<file path="src/rtl/dual_issue_pkg.sv">
package dual_issue_pkg;

  // width of the execution-resource class code
  localparam int CLS_W = 2;

  // grant patterns; slot 0 is the older candidate
  typedef enum logic [1:0] {
    ISS_NONE = 2'b00,
    ISS_OLD  = 2'b01,
    ISS_BOTH = 2'b11
  } issue_e;

endpackage

</file>
<file path="src/rtl/load_scoreboard.sv">
module load_scoreboard #(
  parameter int NUM_REGS = 16,
  parameter int LOAD_LAT = 2,
  localparam int REG_W = $clog2(NUM_REGS),
  localparam int CNT_W = $clog2(LOAD_LAT + 1)
) (
  input  logic                   clk,
  input  logic                   rst,
  input  logic                   flush,
  input  logic [1:0]             set_en,
  input  logic [1:0][REG_W-1:0]  set_reg,
  output logic [NUM_REGS-1:0]    busy
);

  for (genvar r = 0; r < NUM_REGS; r++) begin : g_reg
    logic [CNT_W-1:0] cnt_q;
    logic             hit;

    assign hit = (set_en[0] && set_reg[0] == REG_W'(r)) ||
                 (set_en[1] && set_reg[1] == REG_W'(r));

    always_ff @(posedge clk) begin
      if (rst || flush) begin
        cnt_q <= '0;
      end else if (hit) begin
        cnt_q <= CNT_W'(LOAD_LAT);
      end else if (cnt_q != '0) begin
        cnt_q <= cnt_q - CNT_W'(1);
      end
    end

    assign busy[r] = (cnt_q != '0);

    // a counter never holds more than the load latency
    p_cnt_bound_r5: assert property (@(posedge clk) disable iff (rst)
      cnt_q <= CNT_W'(LOAD_LAT));
  end

  // a load issued from the older slot makes its destination busy
  p_busy_after_load_r5: assert property (@(posedge clk) disable iff (rst)
    (set_en[0] && !flush) |=> busy[$past(set_reg[0])]);

  // a load issued from the younger slot does the same
  p_busy_after_young_load_r11: assert property (@(posedge clk) disable iff (rst)
    (set_en[1] && !flush) |=> busy[$past(set_reg[1])]);

  // flush leaves no pending load
  p_flush_clear_r8: assert property (@(posedge clk) disable iff (rst)
    flush |=> (busy == '0));

endmodule

</file>
<file path="src/rtl/flag_tracker.sv">
module flag_tracker #(
  parameter int FLAG_LAT = 1,
  localparam int CNT_W = $clog2(FLAG_LAT + 1)
) (
  input  logic clk,
  input  logic rst,
  input  logic flush,
  input  logic set_en,
  output logic busy
);

  logic [CNT_W-1:0] cnt_q;

  always_ff @(posedge clk) begin
    if (rst || flush) begin
      cnt_q <= '0;
    end else if (set_en) begin
      cnt_q <= CNT_W'(FLAG_LAT);
    end else if (cnt_q != '0) begin
      cnt_q <= cnt_q - CNT_W'(1);
    end
  end

  assign busy = (cnt_q != '0);

  // the flags are busy in the cycle after a flag write issues
  p_flag_busy_r4: assert property (@(posedge clk) disable iff (rst)
    (set_en && !flush) |=> busy);

  // flush leaves no pending flag update
  p_flag_clear_r8: assert property (@(posedge clk) disable iff (rst)
    flush |=> !busy);

endmodule

</file>
<file path="src/rtl/pair_select.sv">
module pair_select import dual_issue_pkg::*; #(
  parameter int NUM_REGS = 16,
  localparam int REG_W = $clog2(NUM_REGS)
) (
  input  logic                  block,
  input  logic [1:0]            cand_valid,
  input  logic [1:0][REG_W-1:0] cand_rs_a,
  input  logic [1:0]            cand_use_a,
  input  logic [1:0][REG_W-1:0] cand_rs_b,
  input  logic [1:0]            cand_use_b,
  input  logic [1:0][REG_W-1:0] cand_rd,
  input  logic [1:0]            cand_rd_we,
  input  logic [1:0][CLS_W-1:0] cand_cls,
  input  logic [1:0]            cand_wflag,
  input  logic [1:0]            cand_rflag,
  input  logic [NUM_REGS-1:0]   reg_busy,
  input  logic                  flag_busy,
  output issue_e                grant,
  output logic                  stall
);

  logic [1:0] hazard;
  logic       young_dep;
  logic       cls_clash;
  logic       go_old;
  logic       go_young;

  // hazard from pending latency, one per slot
  for (genvar s = 0; s < 2; s++) begin : g_haz
    assign hazard[s] = (cand_use_a[s] && reg_busy[cand_rs_a[s]]) ||
                       (cand_use_b[s] && reg_busy[cand_rs_b[s]]) ||
                       (cand_rflag[s] && flag_busy);
  end

  // the younger consumes something the older produces
  assign young_dep = (cand_rd_we[0] &&
                       ((cand_use_a[1] && cand_rs_a[1] == cand_rd[0]) ||
                        (cand_use_b[1] && cand_rs_b[1] == cand_rd[0]))) ||
                     (cand_wflag[0] && cand_rflag[1]);

  assign cls_clash = (cand_cls[0] == cand_cls[1]);

  assign go_old   = !block && cand_valid[0] && !hazard[0];
  assign go_young = go_old && cand_valid[1] && !hazard[1] &&
                    !young_dep && !cls_clash;

  always_comb begin
    if (go_young)    grant = ISS_BOTH;
    else if (go_old) grant = ISS_OLD;
    else             grant = ISS_NONE;
  end

  assign stall = !block && cand_valid[0] && hazard[0];

endmodule

</file>
<file path="src/rtl/dual_issue_ctl.sv">
module dual_issue_ctl import dual_issue_pkg::*; #(
  parameter int NUM_REGS = 16,
  parameter int LOAD_LAT = 2,
  parameter int FLAG_LAT = 1,
  localparam int REG_W = $clog2(NUM_REGS)
) (
  input  logic                  clk,
  input  logic                  rst,
  input  logic                  flush,
  input  logic [1:0]            cand_valid,
  input  logic [1:0][REG_W-1:0] cand_rs_a,
  input  logic [1:0]            cand_use_a,
  input  logic [1:0][REG_W-1:0] cand_rs_b,
  input  logic [1:0]            cand_use_b,
  input  logic [1:0][REG_W-1:0] cand_rd,
  input  logic [1:0]            cand_rd_we,
  input  logic [1:0][CLS_W-1:0] cand_cls,
  input  logic [1:0]            cand_wflag,
  input  logic [1:0]            cand_rflag,
  input  logic [1:0]            cand_load,
  output logic [1:0]            issue_valid,
  output logic                  stall
);

  logic [NUM_REGS-1:0] reg_busy;
  logic                flag_busy;
  logic [1:0]          ld_set;
  logic                flag_set;
  issue_e              grant;

  for (genvar s = 0; s < 2; s++) begin : g_set
    assign ld_set[s] = issue_valid[s] && cand_load[s] && cand_rd_we[s];
  end

  assign flag_set = (issue_valid[0] && cand_wflag[0]) ||
                    (issue_valid[1] && cand_wflag[1]);

  load_scoreboard #(
    .NUM_REGS (NUM_REGS),
    .LOAD_LAT (LOAD_LAT)
  ) u_sb (
    .clk     (clk),
    .rst     (rst),
    .flush   (flush),
    .set_en  (ld_set),
    .set_reg (cand_rd),
    .busy    (reg_busy)
  );

  flag_tracker #(
    .FLAG_LAT (FLAG_LAT)
  ) u_flag (
    .clk    (clk),
    .rst    (rst),
    .flush  (flush),
    .set_en (flag_set),
    .busy   (flag_busy)
  );

  pair_select #(
    .NUM_REGS (NUM_REGS)
  ) u_pair (
    .block      (rst || flush),
    .cand_valid (cand_valid),
    .cand_rs_a  (cand_rs_a),
    .cand_use_a (cand_use_a),
    .cand_rs_b  (cand_rs_b),
    .cand_use_b (cand_use_b),
    .cand_rd    (cand_rd),
    .cand_rd_we (cand_rd_we),
    .cand_cls   (cand_cls),
    .cand_wflag (cand_wflag),
    .cand_rflag (cand_rflag),
    .reg_busy   (reg_busy),
    .flag_busy  (flag_busy),
    .grant      (grant),
    .stall      (stall)
  );

  assign issue_valid = grant;

  // the younger never issues alone
  p_in_order_r6: assert property (@(posedge clk) disable iff (rst)
    issue_valid != 2'b10);

  // a stall grants nothing
  p_stall_idle_r6: assert property (@(posedge clk) disable iff (rst)
    stall |-> issue_valid == 2'b00);

  // a granted pair uses two different resources
  p_class_split_r2: assert property (@(posedge clk) disable iff (rst)
    issue_valid[1] |-> cand_cls[0] != cand_cls[1]);

  // a granted pair never passes flags from older to younger
  p_no_flag_pass_r3: assert property (@(posedge clk) disable iff (rst)
    (issue_valid[1] && cand_wflag[0]) |-> !cand_rflag[1]);

  // nothing issues during flush
  p_flush_idle_r8: assert property (@(posedge clk) disable iff (rst)
    flush |-> (issue_valid == 2'b00 && !stall));

  // an empty older slot grants nothing
  p_empty_old_r10: assert property (@(posedge clk) disable iff (rst)
    !cand_valid[0] |-> (issue_valid == 2'b00 && !stall));

endmodule

</file>
<file path="config.mk">
export PLATFORM = sky130hd
export DESIGN_NAME = dual_issue_ctl
export DESIGN_NICKNAME = d
export VERILOG_FILES = /design/src/rtl/dual_issue_pkg.sv /design/src/rtl/load_scoreboard.sv /design/src/rtl/flag_tracker.sv /design/src/rtl/pair_select.sv /design/src/rtl/dual_issue_ctl.sv
export SDC_FILE = /design/constraint.sdc
export NUM_CORES = 1
export LEC_CHECK = 0
export CORE_MARGIN = 2
export CORE_UTILIZATION = 55
export DETAILED_ROUTE_END_ITERATION = 10
export DONT_BUFFER_PORTS = 1
export GPL_ROUTABILITY_DRIVEN = 0
export PLACE_DENSITY = 0.74
export SETUP_SLACK_MARGIN = 0.1
export SLEW_MARGIN = 20
export SYNTH_ARGS = -nofsm -noshare
export SYNTH_HDL_FRONTEND = slang
export SYNTH_SLANG_ARGS = --single-unit
</file>
<file path="constraint.sdc">
create_clock -name clk -period 6.7 [get_ports clk]
set_clock_uncertainty 0.15 [all_clocks]
set_input_delay 1.005 -clock clk [delete_from_list [all_inputs] [get_ports clk]]
set_output_delay 1.005 -clock clk [all_outputs]
set_load 0.05 [all_outputs]
</file>
==> impl_metrics.env, run 1 <==
export IMPL_cts_htree_levels=2
export IMPL_cts_setup_buffers=0
export IMPL_portBuffers=0
export IMPL_cp_top_family="simple AND/OR/NAND/NOR gates"
export IMPL_dp_final_hpwl_mm=5.03
export IMPL_critPathLaunchType="input pin"
export IMPL_grt_pass1_vias=2186
export IMPL_cts_sinks=33
export IMPL_slew_violations=0
export IMPL_ir_drop_v=0.000134
export IMPL_rsz0062_at_grt="no"
export IMPL_path_max_fanout=23
export IMPL_first_pass_iters=5
export IMPL_synth_flop_cell="dfxtp_1"
export IMPL_layout_commonest_cell="dfxtp_1"
export IMPL_cpMaxStageDelayCell="or4b_1"
export IMPL_synth_area_um2=2480
export IMPL_die_w_um=71.1
export IMPL_relSlewSlack_pct=41.5
export IMPL_finalSetupTns_ns=0
export IMPL_grt_first_pass_wirelength_mm=10.5
export IMPL_worst_pin_slew_ns=0.874
export IMPL_clk_pin_slew_ns=0.06
export IMPL_fmax_mhz=238
export IMPL_worst_setup_path_type="input pin to output port"
export IMPL_cts_tree="built"
export IMPL_ys_async_sr_fraction_pct=0
export IMPL_io_pins=48
export IMPL_synthToLayoutAreaGrowth_pct=3.54
export IMPL_drive_above_1_share_pct=11.0
export IMPL_vias_per_cell=6.83
export IMPL_yosysUniqueCellTypes=60
export IMPL_ctsResizeCount=0
export IMPL_holdWs_ns=0.348
export IMPL_drt_initial_drc_count=155
export IMPL_holdBufCountCts=0
export IMPL_ant_nets=0
export IMPL_antenna_found_initial=0
export IMPL_clock_latency_ns=0.29
export IMPL_post_drt_wl_per_cell_um=19.3
export IMPL_initial_utilization_pct=56.9
export IMPL_vias=2276
export IMPL_layout_nets=326
export IMPL_layout_common_cells="33 x dfxtp_1, 29 x nor2_1, 20 x nand2_1"
export IMPL_syn_area_per_cell_um2=8.63
export IMPL_status="finished, final reports clean"
export IMPL_hold_violations=0
export IMPL_crit_arrival_ns=3.05
export IMPL_num_rows=24
export IMPL_grt_max_degree=43
export IMPL_required_ns=5.54
export IMPL_ys_ff_latch=33
export IMPL_maxCapViolations=0
export IMPL_core_um2=4350
export IMPL_grt_overflow_total=0
export IMPL_min_period_ns=4.21
export IMPL_p_leak_nw=0.933
export IMPL_dieHeight_um=71.1
export IMPL_fin_crit_sh_pct=62.8
export IMPL_drc=0
export IMPL_syn_num_nets=332
export IMPL_setup_viol=0
export IMPL_synth_edff_count=0
export IMPL_cpPeakStageDelay_ns=0.46
export IMPL_numCtsBuffers=5
export IMPL_crit_chain="or4b_1 > a31oi_1 > o22ai_1 > a221o_1 > or2_4 > inv_4 > nand2_4 > clkinv_8"
export IMPL_path_buf_inv=2
export IMPL_clockBufferDepth=2
export IMPL_routed_wl_mm=6.44
export IMPL_p_per_area_nw_per_um2=152
export IMPL_diodes=0
export IMPL_synth_cells=287
export IMPL_ys_warn_count=0
export IMPL_die_area_um2=5050
export IMPL_cp_end_kind="output port"
export IMPL_hp_class="flip-flop to flip-flop"
export IMPL_cts_root_buf="clkbuf_8"
export IMPL_ys_seq_area_share_pct=26.7
export IMPL_grt_use_total_pct=26.6
==> cells by family after synthesis <==
kind of cell | count (synthesis) | synth area share (%)
XOR/XNOR | 10 | 3.54
buffers and inverters | 25 | 5.26
multiplexers | 15 | 13.7
AO/OA/AOI/OAI | 72 | 19.7
AND/OR/NAND/NOR | 132 | 31.2
flip-flops | 33 | 26.7
==> synthesized netlist by cell type (all sizes together), types with 3 or more instances <==
master / number / area (µm²)
a211oi: 4 / 30.0
o21ai: 15 / 75.1
a21oi: 12 / 60.1
o21a: 11 / 82.6
or2: 6 / 40.0
nor2: 31 / 124
xor2: 8 / 70.1
mux4: 14 / 329
clkbuf: 8 / 30.0
nand3: 12 / 60.1
nor4: 3 / 18.8
nand3b: 11 / 82.6
nand4: 5 / 46.3
and3: 14 / 87.6
or3: 3 / 18.8
inv: 10 / 40.0
nand4b: 3 / 41.3
dfxtp: 33 / 661
nor3: 11 / 55.1
nand2: 21 / 86.3
buf: 6 / 43.8
a31oi: 14 / 87.6
==> power by group <==
| group | total, mW | internal (mW) | switching, mW |
|---|---|---|---|
| Clock | 0.150 | 0.0814 | 0.0688 |
| Combinational | 0.0416 | 0.0183 | 0.0233 |
| Sequential | 0.197 | 0.196 | 0.000256 |
| Total | 0.389 | 0.296 | 0.0924 |
==> path summary, 6_finish.rpt <==
check | from | endpoint | slack, ns | depth (start not counted)
worst max-delay path | cand_rs_a[2] | issue_valid[1] | 2.49 | 8
worst min-delay path | u_sb.g_reg[6].cnt_q[1] | u_sb.g_reg[6].cnt_q[0] | 0.35 | 2
worst max register to register | u_sb.g_reg[0].cnt_q[0] | u_sb.g_reg[9].cnt_q[0] | 3.55 | 10
worst min register to register | u_sb.g_reg[6].cnt_q[1] | u_sb.g_reg[6].cnt_q[0] | 0.35 | 2
==> state kept, by name, indices dropped and copies added (netlist names) <==
name,count
u_sb.g.cnt_q,32
u_flag.busy,1
==> layer usage <==
layer / GRT usage [%] / vias up / share of wire (%)
met5: 0 / - / 0
li1: - / 1080 / -
met2: 44.9 / 93 / 48
met1: 33.7 / 1089 / 42
met4: 10.1 / 0 / 2.4
met3: 5.27 / 14 / 8.0
==> per-stage QoR <==
step | std cells | instance area, µm² | power [mW] | util, % | worst slack [ns]
2_1_floorplan | 287 | 2480 | 0.242 | - | 2.66
3_3_place_gp | 326 | 2480 | 0.241 | 56.9 | 2.55
3_5_place_dp | 326 | 2480 | 0.242 | 56.9 | 2.49
4_1_cts | 333 | 2560 | 0.390 | 58.9 | 2.49
5_1_grt | 333 | 2560 | 0.401 | 58.9 | 2.38
6_report | 333 | 2560 | 0.389 | 58.9 | 2.49
==> layout make-up <==
type / instances / area, µm²
fillers: 399 / 1790
inverters: 11 / 56.3
multi-input cells: 229 / 1690
repair buffers: 1 / 7.51
well taps: 52 / 65.1
flip-flops and latches: 33 / 661
clock buffers: 7 / 86.3
==> worst min-delay path, stage by stage, from the launching register on <==
cell and delay, ns:
dfxtp_1 0.32, nand3b_1 0.09, a211oi_1 0.04
(Power assumes the default switching activity.)
==> inputs of run 2 (changes only) <==
--- a/config.mk
+++ b/config.mk
@@ -10,7 +10,7 @@
 export DETAILED_ROUTE_END_ITERATION = 10
 export DONT_BUFFER_PORTS = 1
 export GPL_ROUTABILITY_DRIVEN = 0
-export PLACE_DENSITY = 0.74
+export PLACE_DENSITY = 0.77
 export SETUP_SLACK_MARGIN = 0.1
 export SLEW_MARGIN = 20
 export SYNTH_ARGS = -nofsm -noshare
==> constraint.sdc (replaced) <==
create_clock -name clk -period 3.5 [get_ports clk]
set_clock_uncertainty 0.15 [all_clocks]
set_input_delay 0.525 -clock clk [delete_from_list [all_inputs] [get_ports clk]]
set_output_delay 0.525 -clock clk [all_outputs]
set_load 0.05 [all_outputs]
==> impl_metrics.env, run 2 (same netlist as run 1, synthesis figures left out) <==
export IMPL_status="finished, final reports clean"
export IMPL_switchingPower_uw=188
export IMPL_r2r_cells=10
export IMPL_worst_setup_path_type="flip-flop to output port"
export IMPL_die_area_um2=5050
export IMPL_cts_tree="built"
export IMPL_fin_crit_sh_pct=93.6
export IMPL_min_from="cand_rd[4]"
export IMPL_grt_use_total_pct=26.3
export IMPL_grt_overflow_total=0
export IMPL_initial_utilization_pct=56.9
export IMPL_holdBufCountCts=0
export IMPL_relSlewSlack_pct=64.7
export IMPL_clockBufferDepth=2
export IMPL_first_pass_iters=4
export IMPL_layout_common_cells="33 x dfxtp_1, 29 x nor2_1, 20 x nand2_1"
export IMPL_fin_util_pct=60.1
export IMPL_seq_power_share_pct=45.2
export IMPL_finalSetupTns_ns=0
export IMPL_r2r_start="u_sb.g_reg[7].cnt_q[1]"
export IMPL_largest_register="u_sb.g.cnt_q"
export IMPL_largest_reg_flops=32
export IMPL_diodes=0
export IMPL_grt_pass1_vias=2213
export IMPL_crit_arrival_ns=2.60
export IMPL_p_leak_nw=0.957
export IMPL_p_comb_share_pct=9.7
export IMPL_rsz0062_at_grt="no"
export IMPL_dp_final_hpwl_mm=5.09
export IMPL_critPathLaunchType="flip-flop"
export IMPL_vias=2282
export IMPL_multi_input_area_um2=1690
export IMPL_switching_share_pct=22.6
export IMPL_routed_wl_mm=6.54
export IMPL_worst_pin_slew_ns=0.526
export IMPL_clk_pin_slew_ns=0.07
export IMPL_pwr_share_clk_pct=45.1
export IMPL_min_period_ns=3.28
export IMPL_synthToLayoutAreaGrowth_pct=5.66
export IMPL_drc=0
export IMPL_die_w_um=71.1
export IMPL_drt_initial_drc_count=171
export IMPL_hold_violations=0
export IMPL_design_power_total_uw=832
export IMPL_portBuffers=0
export IMPL_num_rows=24
export IMPL_cpMaxStageDelayCell="or4_1"
export IMPL_grt_first_pass_wirelength_mm=10.3
export IMPL_p_int_uw=644
export IMPL_layout_commonest_cell="dfxtp_1"
export IMPL_antenna_found_initial=0
export IMPL_drive_above_1_share_pct=12.3
export IMPL_hp_class="input pin to flip-flop"
export IMPL_post_drt_wl_per_cell_um=19.5
export IMPL_dieHeight_um=71.1
export IMPL_vias_per_cell=6.79
export IMPL_cts_sinks=33
export IMPL_cts_root_buf="clkbuf_8"
export IMPL_clock_latency_ns=0.29
export IMPL_io_pins=48
export IMPL_worst_r2r_setup_slack_ns=0.44
export IMPL_cp_top_family="simple AND/OR/NAND/NOR gates"
export IMPL_cpPeakStageDelay_ns=0.53
export IMPL_required_ns=2.82
export IMPL_crit_chain="or4_1 > a31oi_1 > o22ai_1 > a221o_1 > or2_4 > inv_6 > nand2_4 > clkinv_8"
export IMPL_layout_nets=328
export IMPL_grt_max_degree=43
export IMPL_setup_viol=0
export IMPL_path_max_fanout=22
export IMPL_cts_htree_levels=2
export IMPL_slew_violations=0
export IMPL_ir_drop_v=0.000301
export IMPL_core_um2=4350
export IMPL_register_area_um2=661
export IMPL_min_path_cells=1
export IMPL_maxCapViolations=0
export IMPL_cp_end_kind="output port"
export IMPL_r2r_end="u_sb.g_reg[6].cnt_q[1]"
export IMPL_numCtsBuffers=5
export IMPL_fillers=407
export IMPL_path_buf_inv=2
export IMPL_ant_nets=0
export IMPL_p_per_area_nw_per_um2=318
export IMPL_cp_startpoint="u_sb.g_reg[0].cnt_q[0]"
export IMPL_fmax_mhz=305
export IMPL_hold_path_endpoint="u_sb.g_reg[7].cnt_q[0]"
[run 2: changes by cell type in the layout (fill, tap and decap cells not counted), sizes merged]
cell    delta
buf        +2
bufinv     +1
[run 2: per-stage QoR]
stage / std cells / worst slack (ns) / hold WS, ns / area [µm²]
after detailed placement: 328 / 0.367 / 0.322 / 2490
after global routing: 336 / 0.148 / 0.181 / 2620
after CTS: 336 / 0.195 / 0.181 / 2610
final: 336 / 0.223 / 0.183 / 2620
after floorplan: 287 / 0.416 / 0.300 / 2480
after global placement: 328 / 0.433 / 0.313 / 2490
[run 2: layout make-up]
class | count | area share [%]
Multi-Input combinational cell | 229 | 64.7
Tap cell | 52 | 2.49
Sequential cell | 33 | 25.3
Clock buffer | 7 | 3.30
Clock inverter | 1 | 1.15
Timing Repair Buffer | 3 | 0.861
Inverter | 11 | 2.25
[run 2: worst register-to-register path: stages, from the launching register on]
cell and delay (ns):
dfxtp_1 0.37, nor2_1 0.12, mux4_2 0.49, and3b_1 0.20, o41ai_2 0.49, or2_4 0.25
inv_6 0.09, nand2_4 0.14, clkinv_8 0.13, and4b_4 0.23, a211o_1 0.28
[run 2: worst max path at each step]
stage / cells past startpoint / endpoint
detailed placement: 10 / u_sb.g_reg[9].cnt_q[0]
floorplan: 9 / issue_valid[1]
CTS: 8 / issue_valid[1]
finish: 8 / issue_valid[1]
global placement: 10 / u_sb.g_reg[9].cnt_q[0]
global route: 8 / issue_valid[1]
[run 2: timing repair]
item	4_1_cts	5_1_grt
endpoints found under the hold margin	0	0
resized for setup	0	2
setup endpoints to repair	0	1
setup buffers	0	0
[run 2: routing by layer]
metal | share of wire [%] | GRT usage [%]
met1 | 43 | 33.6
met3 | 7.2 | 4.99
met5 | 0 | 0
met4 | 2.4 | 11.5
met2 | 48 | 43.3
[run 2: power by group through the flow]
stage                     registers, mW  logic [mW]  clock network, mW
final                             0.376      0.0806              0.375
after global routing              0.376      0.0873              0.390
after CTS                         0.376      0.0800              0.375
after detailed placement          0.385      0.0797                  0
after global placement            0.385      0.0781                  0
after floorplan                   0.385      0.0781                  0
==> inputs of run 3 (changes only) <==
--- a/config.mk
+++ b/config.mk
@@ -7,6 +7,7 @@
 export LEC_CHECK = 0
 export CORE_MARGIN = 2
 export CORE_UTILIZATION = 55
+export CTS_BUF_LIST = sky130_fd_sc_hd__clkbuf_8
 export DETAILED_ROUTE_END_ITERATION = 10
 export DONT_BUFFER_PORTS = 1
 export GPL_ROUTABILITY_DRIVEN = 0
==> impl_metrics.env, run 3 (same netlist as run 1, synthesis figures left out) <==
export IMPL_hp_class="input pin to flip-flop"
export IMPL_critPathLaunchType="flip-flop"
export IMPL_cts_htree_levels=2
export IMPL_layout_nets=328
export IMPL_diodes=0
export IMPL_drc=0
export IMPL_io_pins=48
export IMPL_cp_end_kind="output port"
export IMPL_r2r_start="u_sb.g_reg[7].cnt_q[1]"
export IMPL_synthToLayoutAreaGrowth_pct=5.66
export IMPL_worst_pin_slew_ns=0.526
export IMPL_final_area_um2=2620
export IMPL_grt_overflow_total=0
export IMPL_min_path_cells=1
export IMPL_grt_first_pass_wirelength_mm=10.3
export IMPL_drt_initial_drc_count=171
export IMPL_ir_drop_v=0.000301
export IMPL_relSlewSlack_pct=64.7
export IMPL_clk_pin_slew_ns=0.07
export IMPL_drive_above_1_share_pct=12.3
export IMPL_largest_reg_flops=32
export IMPL_path_max_fanout=22
export IMPL_vias_per_cell=6.79
export IMPL_largest_register="u_sb.g.cnt_q"
export IMPL_finalSetupTns_ns=0
export IMPL_cts_root_buf="clkbuf_8"
export IMPL_portBuffers=0
export IMPL_grt_pass1_vias=2213
export IMPL_die_area_um2=5050
export IMPL_layout_commonest_cell="dfxtp_1"
export IMPL_dp_final_hpwl_mm=5.09
export IMPL_crit_arrival_ns=2.60
export IMPL_fillers=407
export IMPL_path_buf_inv=2
export IMPL_grt_use_total_pct=26.3
export IMPL_setup_viol=0
export IMPL_cp_startpoint="u_sb.g_reg[0].cnt_q[0]"
export IMPL_fmax_mhz=305
export IMPL_cts_tree="built"
export IMPL_grt_max_degree=43
export IMPL_cts_sinks=33
export IMPL_routed_wl_mm=6.54
export IMPL_layout_common_cells="33 x dfxtp_1, 29 x nor2_1, 20 x nand2_1"
export IMPL_design_power_total_uw=830
export IMPL_r2r_cells=10
export IMPL_first_pass_iters=4
export IMPL_ant_nets=0
export IMPL_fin_util_pct=60.1
export IMPL_numCtsBuffers=5
export IMPL_initial_utilization_pct=56.9
export IMPL_cpMaxStageDelayCell="or4_1"
export IMPL_num_rows=24
export IMPL_min_from="cand_rd[4]"
export IMPL_placed_area_um2=2490
export IMPL_post_drt_wl_per_cell_um=19.5
export IMPL_hold_violations=0
export IMPL_worst_r2r_setup_slack_ns=0.44
export IMPL_clockBufferDepth=2
export IMPL_dieHeight_um=71.1
export IMPL_fin_crit_sh_pct=93.6
export IMPL_worst_setup_path_type="flip-flop to output port"
export IMPL_cp_top_family="simple AND/OR/NAND/NOR gates"
export IMPL_status="finished, final reports clean"
export IMPL_rsz0062_at_grt="no"
export IMPL_die_w_um=71.1
export IMPL_hold_path_endpoint="u_sb.g_reg[7].cnt_q[0]"
export IMPL_maxCapViolations=0
export IMPL_crit_chain="or4_1 > a31oi_1 > o22ai_1 > a221o_1 > or2_4 > inv_6 > nand2_4 > clkinv_8"
export IMPL_clock_latency_ns=0.29
export IMPL_p_leak_nw=0.962
export IMPL_cpPeakStageDelay_ns=0.53
export IMPL_r2r_end="u_sb.g_reg[6].cnt_q[1]"
export IMPL_core_um2=4350
export IMPL_min_period_ns=3.28
export IMPL_required_ns=2.82
export IMPL_p_per_area_nw_per_um2=317
export IMPL_vias=2282
export IMPL_slew_violations=0
export IMPL_antenna_found_initial=0
[run 3: cell types whose count changed in the layout (fill, tap and decap cells not counted)]
cell	delta
clkbuf_1	-1
inv_1	+1
[run 3: worst register-to-register path, cell delays in order (launching register included)]
cell	delay (ns)
dfxtp_1	0.37
nor2_1	0.12
mux4_2	0.49
and3b_1	0.20
o41ai_2	0.49
or2_4	0.25
inv_6	0.09
nand2_4	0.14
clkinv_8	0.13
and4b_4	0.23
a211o_1	0.28
[run 3: worst max path at each step]
stage / slack (ns) / end / depth (start not counted)
finish: 0.22 / issue_valid[1] / 8
global route: 0.15 / issue_valid[1] / 8
CTS: 0.20 / issue_valid[1] / 8
detailed placement: 0.37 / u_sb.g_reg[9].cnt_q[0] / 10
global placement: 0.43 / u_sb.g_reg[9].cnt_q[0] / 10
floorplan: 0.42 / issue_valid[1] / 9
[run 3: per-layer routing]
layer / track usage, % / up-vias / share of wire (%)
li1: - / 1097 / -
met1: 33.6 / 1086 / 42
met2: 43.3 / 85 / 48
met3: 4.99 / 14 / 7.2
met4: 11.5 / 0 / 2.4
met5: 0 / - / 0
[run 3: final cells by class]
type	instances	area [µm²]	share of cell area, %
inverter	11	58.8	2.25
multi-input combinational	229	1690	64.7
clock inverter	2	33.8	1.29
tap	52	65.1	2.49
timing repair buffer	3	22.5	0.861
clock buffer	6	82.6	3.16
sequential	33	661	25.3
[run 3: power breakdown]
part           switching (mW)  internal [mW]  total, mW
clock network           0.144          0.229      0.373
logic                  0.0444         0.0362     0.0806
registers            0.000489          0.376      0.376
total                   0.189          0.641      0.830
[run 3: stage by stage]
step,hold WS [ns],std cells,setup WS [ns]
after floorplan,0.300,287,0.416
after global placement,0.313,328,0.433
after detailed placement,0.322,328,0.367
after CTS,0.181,336,0.195
after global routing,0.181,336,0.148
final,0.183,336,0.223
[run 3: timing repair]
item                                    in CTS  in global routing
endpoints found under the setup margin       0                  1
hold buffers                                 0                  0
setup buffers                                0                  0
resized for setup                            0                  2
